<file path="config.mk">
export PLATFORM = sky130hd
export DESIGN_NAME = sdram_burst_colgen
export DESIGN_NICKNAME = d
export VERILOG_FILES = /design/src/rtl/sdram_colgen_pkg.sv /design/src/rtl/colgen_len_decode.sv /design/src/rtl/colgen_beat_ctr.sv /design/src/rtl/colgen_addr_map.sv /design/src/rtl/sdram_burst_colgen.sv
export SDC_FILE = /design/constraint.sdc
export NUM_CORES = 1
export LEC_CHECK = 0
export CAP_MARGIN = 20
export CORE_MARGIN = 4
export CORE_UTILIZATION = 47
export CTS_CLUSTER_DIAMETER = 60
export DETAILED_ROUTE_END_ITERATION = 6
export PLACE_DENSITY = 0.88
export SETUP_SLACK_MARGIN = 0.05
export SKIP_CTS_REPAIR_TIMING = 1
export SLEW_MARGIN = 20
export SYNTH_ARGS = -nofsm -noshare
export SYNTH_HDL_FRONTEND = slang
export SYNTH_HIERARCHICAL = 1
export SYNTH_SLANG_ARGS = --single-unit
</file>
<file path="constraint.sdc">
create_clock -name clk -period 2.4 [get_ports clk]
set_input_delay 0.48 -clock clk [delete_from_list [all_inputs] [get_ports clk]]
set_output_delay 0.48 -clock clk [all_outputs]
set_load 0.03 [all_outputs]
</file>
<file path="src/rtl/sdram_colgen_pkg.sv">
package sdram_colgen_pkg;

   localparam logic [2:0] LEN_1    = 3'b000;
   localparam logic [2:0] LEN_2    = 3'b001;
   localparam logic [2:0] LEN_4    = 3'b010;
   localparam logic [2:0] LEN_8    = 3'b011;
   localparam logic [2:0] LEN_PAGE = 3'b111;

   typedef enum logic {ORD_SEQ = 1'b0, ORD_XOR = 1'b1} beat_order_e;

endpackage

</file>
<file path="src/rtl/colgen_len_decode.sv">
module colgen_len_decode
   import sdram_colgen_pkg::*;
#(
   parameter int COL_W = 8
) (
   input  logic [2:0]       code_i,
   input  logic             force_one_i,
   output logic [COL_W-1:0] mask_o,
   output logic             legal_o,
   output logic             page_o
);

   always_comb begin
      mask_o  = '0;
      legal_o = 1'b1;
      page_o  = 1'b0;
      unique case (code_i)
         LEN_1:    mask_o = '0;
         LEN_2:    mask_o = COL_W'(1);
         LEN_4:    mask_o = COL_W'(3);
         LEN_8:    mask_o = COL_W'(7);
         LEN_PAGE: begin
            mask_o = '1;
            page_o = 1'b1;
         end
         default:  legal_o = 1'b0;
      endcase
      if (force_one_i) begin
         mask_o = '0;
         page_o = 1'b0;
      end
   end

endmodule

</file>
<file path="src/rtl/colgen_beat_ctr.sv">
module colgen_beat_ctr #(
   parameter int COL_W = 8
) (
   input  logic             clk,
   input  logic             rst_n,
   input  logic             load_i,
   input  logic             stop_i,
   input  logic [COL_W-1:0] col_i,
   input  logic [COL_W-1:0] mask_i,
   input  logic             xor_i,
   output logic [COL_W-1:0] base_o,
   output logic [COL_W-1:0] cnt_o,
   output logic [COL_W-1:0] mask_o,
   output logic             xor_o,
   output logic             valid_o,
   output logic             final_o
);

   assign final_o = valid_o && (cnt_o == mask_o);

   always_ff @(posedge clk or negedge rst_n) begin
      if (!rst_n) begin
         base_o  <= '0;
         cnt_o   <= '0;
         mask_o  <= '0;
         xor_o   <= 1'b0;
         valid_o <= 1'b0;
      end else if (load_i) begin
         base_o  <= col_i;
         cnt_o   <= '0;
         mask_o  <= mask_i;
         xor_o   <= xor_i;
         valid_o <= 1'b1;
      end else if (stop_i || final_o) begin
         valid_o <= 1'b0;
      end else if (valid_o) begin
         cnt_o <= cnt_o + 1'b1;
      end
   end

endmodule

</file>
<file path="src/rtl/colgen_addr_map.sv">
module colgen_addr_map #(
   parameter int COL_W = 8
) (
   input  logic [COL_W-1:0] base_i,
   input  logic [COL_W-1:0] cnt_i,
   input  logic [COL_W-1:0] mask_i,
   input  logic             xor_i,
   output logic [COL_W-1:0] col_o
);

   logic [COL_W-1:0] sum_w;
   logic [COL_W-1:0] mix_w;

   assign sum_w = base_i + cnt_i;
   assign mix_w = base_i ^ cnt_i;

   for (genvar b = 0; b < COL_W; b++) begin : g_bit
      assign col_o[b] = mask_i[b] ? (xor_i ? mix_w[b] : sum_w[b]) : base_i[b];
   end

endmodule

</file>
<file path="src/rtl/sdram_burst_colgen.sv">
module sdram_burst_colgen
   import sdram_colgen_pkg::*;
#(
   parameter int COL_W  = 8,
   parameter int RSVD_W = 6
) (
   input  logic              clk,
   input  logic              rst_n,
   input  logic              start_i,
   input  logic [COL_W-1:0]  start_col_i,
   input  logic              is_write_i,
   input  logic [2:0]        len_code_i,
   input  logic              order_i,
   input  logic              wr_single_i,
   input  logic              stop_i,
   input  logic [RSVD_W-1:0] rsvd_bits_i,
   output logic [COL_W-1:0]  col_o,
   output logic              valid_o,
   output logic              last_o,
   output logic              mode_bad_o
);

   if (COL_W < 3) begin : g_bad_col_w
      $error("sdram_burst_colgen: COL_W must cover an 8-beat burst");
   end
   if (RSVD_W < 1) begin : g_bad_rsvd_w
      $error("sdram_burst_colgen: RSVD_W must be at least 1");
   end

   logic [COL_W-1:0] dec_mask;
   logic             dec_legal;
   logic             dec_page;
   logic             load_w;
   logic             use_xor;
   logic [COL_W-1:0] base_q;
   logic [COL_W-1:0] cnt_q;
   logic [COL_W-1:0] cfg_mask;
   logic             xor_q;

   colgen_len_decode #(.COL_W(COL_W)) u_dec (
      .code_i      (len_code_i),
      .force_one_i (is_write_i && wr_single_i),
      .mask_o      (dec_mask),
      .legal_o     (dec_legal),
      .page_o      (dec_page)
   );

   assign load_w  = start_i && dec_legal;
   assign use_xor = (beat_order_e'(order_i) == ORD_XOR) && !dec_page;

   colgen_beat_ctr #(.COL_W(COL_W)) u_ctr (
      .clk     (clk),
      .rst_n   (rst_n),
      .load_i  (load_w),
      .stop_i  (stop_i),
      .col_i   (start_col_i),
      .mask_i  (dec_mask),
      .xor_i   (use_xor),
      .base_o  (base_q),
      .cnt_o   (cnt_q),
      .mask_o  (cfg_mask),
      .xor_o   (xor_q),
      .valid_o (valid_o),
      .final_o (last_o)
   );

   colgen_addr_map #(.COL_W(COL_W)) u_map (
      .base_i (base_q),
      .cnt_i  (cnt_q),
      .mask_i (cfg_mask),
      .xor_i  (xor_q),
      .col_o  (col_o)
   );

   assign mode_bad_o = |rsvd_bits_i;

endmodule

</file>
==> out/qor.csv <==
stage,metric,value,unit
status,outcome,"finished, violations left",
status,violations,setup timing,
critical_path,critPathArrivalTime,2450,ps
drt,vias,1561,
critical_path,crit_chain,ha_2 -> inv_2 -> fa_2 -> or2b_1 -> a211oi_2 -> a31oi_1 -> xnor2_1 -> mux2_4 -> buf_6,
cells_and_area,antenna_cells,0,
pwr,peakVddDrop,0.5177,mV
critical_path,cp.depth,9,
clock_network,clkSinkCount,26,
grt,grtUsageTotal,18.34,%
clock_network,clockBufferDepth,2,
synthesis,syn-instance-count,175,
placement,dp_cells,276,
sta,worst_slew_pin_slew,411.4,ps
sta,setup_ws,-533.2,ps
critical_path,critPathTopFamily,adder cells,
grt,grt_overflow,0,
sta,fin_crit,2933,ps
drt,wirelength,4425,um
clock_network,clk_latency,270,ps
critical_path,criticalPathCategory,reg2out,
grt,grt_pass1_wl,7182,um
critical_path,crit_path_end_kind,output port,
synthesis,avgSynthCellArea,10.02,um^2
sta,slew_headroom,71.86,%
cells_and_area,layout_commonest_cell,buf_4,
placement,place_congestion,0.8643,
synthesis,ys_seq_area_share,37.09,%
drt,drc,0,
sta,fmax,340.9,MHz
synthesis,syn_area,1754,um^2
cells_and_area,fin_area,2510,um^2
critical_path,critPathCapture,col_o[6],
placement,port_buffers,34,
hold_path,worstHoldPathType,reg2reg,
sta,finalSetupTns,-1580,ps
synthesis,synth_edf_count,0,
sta,hold_violations,0,
drt,routedWlPerCell,15.64,um
critical_path,startpoint_type,flip-flop,
floorplan,fp.dieW,69.09,um
drt,drtIter0Drc,77,
critical_path,crit_fanout,2,
drt,ant_nets,0,
critical_path,reg2reg_to,u_ctr/cnt_o[5],
synthesis,synth_warnings,6,
pwr,leakage,0.001069,uW
clock_network,root_buffer,clkbuf_8,
placement,dpl_cell_area,2370,um^2
synthesis,ys_ff_latch,26,
cells_and_area,layout.cells.non_filler,283,
cells_and_area,drive_gt1_share,38.40,%
grt,antenna_found_initial,0,
critical_path,r2r_setup_slack,260,ps
critical_path,cp.buffers_inverters,2,
pwr,p_per_area,618.8,nW/um^2
cells_and_area,syn2layout_area_growth,43.08,%
critical_path,crit_required,1920,ps
cells_and_area,final_nets,271,
clock_network,cts_max_level,1,
synthesis,synthArstFlopShare,100.0,%
flow_run,cap_viol_max_count,0,
drt,routed_via_density,5.516,
critical_path,crit_path_top_delay_cell,dfrtp_1,
drt,first_pass_iters,4,
sta,setup_viol,5,
synthesis,synth_cell_type_count,48,
critical_path,rr_startpoint,u_ctr/cnt_o[0],
sta,rsz0062_at_grt,yes,
floorplan,row_count,21,
grt,grt_max_degree,29,
synthesis,syn-num-nets,208,
floorplan,io_pins,35,
critical_path,cp_slowest_stage_delay,380,ps
clock_network,cts_made_buffers,3,
floorplan,coreArea,3468,um^2
sta,finalCritPeriodShare,122.2,%
clock_network,tritoncts,done,
sta,finClkSkew,0.9406,ps
pwr,finalPower,1553,uW
placement,hpwl,3313,um
floorplan,die_area,4773,um^2
grt,grt_pass1_vias,1576,
sta,hold_slack,572.4,ps
floorplan,initial_utilization,50.58,%
synthesis,synth_flop_cell,dfrtp_1,
clock_network,clk_pin_slew_worst_paths,90,ps
critical_path,startpoint,u_ctr/base_o[0],
floorplan,die_h,69.09,um
critical_path,worst-r2r-cell-count,8,
cells_and_area,layout_common_cells,"buf_4 (34), dfrtp_1 (26), clkdlybuf4s50_1 (25)",
sta,drv_slew,0,
## stage by stage
| stage | utilization (%) | setup slack [ps] |
|---|---|---|
| after floorplan | - | -122.7 |
| after global placement | 68.33 | -552.2 |
| after detailed placement | 68.33 | -651.8 |
| after CTS | 69.91 | -969.4 |
| after global routing | 72.37 | -632.2 |
| final | 72.37 | -533.2 |
## final cells by class
type | instances | area (um^2)
Clock buffer | 4 | 55.05
Fill cell | 249 | 958.4
Inverter | 5 | 18.77
Tap cell | 46 | 57.56
Multi-Input combinational cell | 135 | 1132
Timing Repair Buffer | 67 | 595.6
Sequential cell | 26 | 650.6
## how the worst min path moves through the flow
stage                    start         endpoint  slack (ps)  cells past startpoint
6_report       u_ctr/base_o[1]  u_ctr/base_o[1]         570                      1
4_1_cts        u_ctr/base_o[1]  u_ctr/base_o[1]         570                      1
3_3_place_gp   u_ctr/base_o[1]  u_ctr/base_o[1]         530                      1
3_5_place_dp   u_ctr/base_o[1]  u_ctr/base_o[1]         550                      1
5_1_grt                  rst_n   u_ctr/cnt_o[7]         610                      2
2_1_floorplan            rst_n  u_ctr/base_o[0]         180                      0
## per-layer routing
metal,part of all wire (%),global-route usage (%),vias to the layer above
li1,-,-,748
met1,41,23.38,728
met2,50,31.25,75
met3,7.7,3.634,10
met4,1.3,5.423,0
met5,0,0,-
## where the power goes
| group | total, uW | switching [uW] | internal, uW |
|---|---|---|---|
| registers | 536 | 49.6 | 487 |
| clock network | 293 | 146 | 147 |
| logic | 724 | 351 | 373 |
| total | 1550 | 547 | 1010 |
## cells by family (layout without fill, tap and decap cells)
logic type	Yosys count	after routing	synth area share [%]
AOI/OAI and AO/OA	32	32	12.34
xor gates and xnor gates	13	13	6.491
adders and majority gates	9	9	6.848
buffers and inverters	14	76	4.494
DFF	26	26	37.09
muxes	22	22	14.05
and+or+nand+nor	59	59	18.69
## synthesized netlist by cell type, drive strengths merged, types with 4 or more instances
library cell,instances,area share (%)
inv,5,1.1
o21ai,8,2.3
nor2b,5,1.8
mux2,21,13
buf,7,3.0
a21oi,11,3.1
xnor2,12,6.0
nor2,18,3.9
dfrtp,26,37
ha,8,5.7
nand2,13,2.9
or3,4,1.5
## sequential cells by signal, indices dropped and copies added (netlist names)
name	count
u_ctr/base_o	8
u_ctr/xor_o	1
u_ctr/valid_o	1
u_ctr/cnt_o	8
u_ctr/mask_o	8
## worst reg2reg max path: stages (launching register included)
cell,delay [ps]
dfrtp_1,390
buf_4,130
buf_4,150
xnor2_1,210
nand4_2,140
buf_4,170
o311ai_2,410
nor3_1,110
mux2_1,320
No activity file was read; power rests on OpenSTA's default activity.
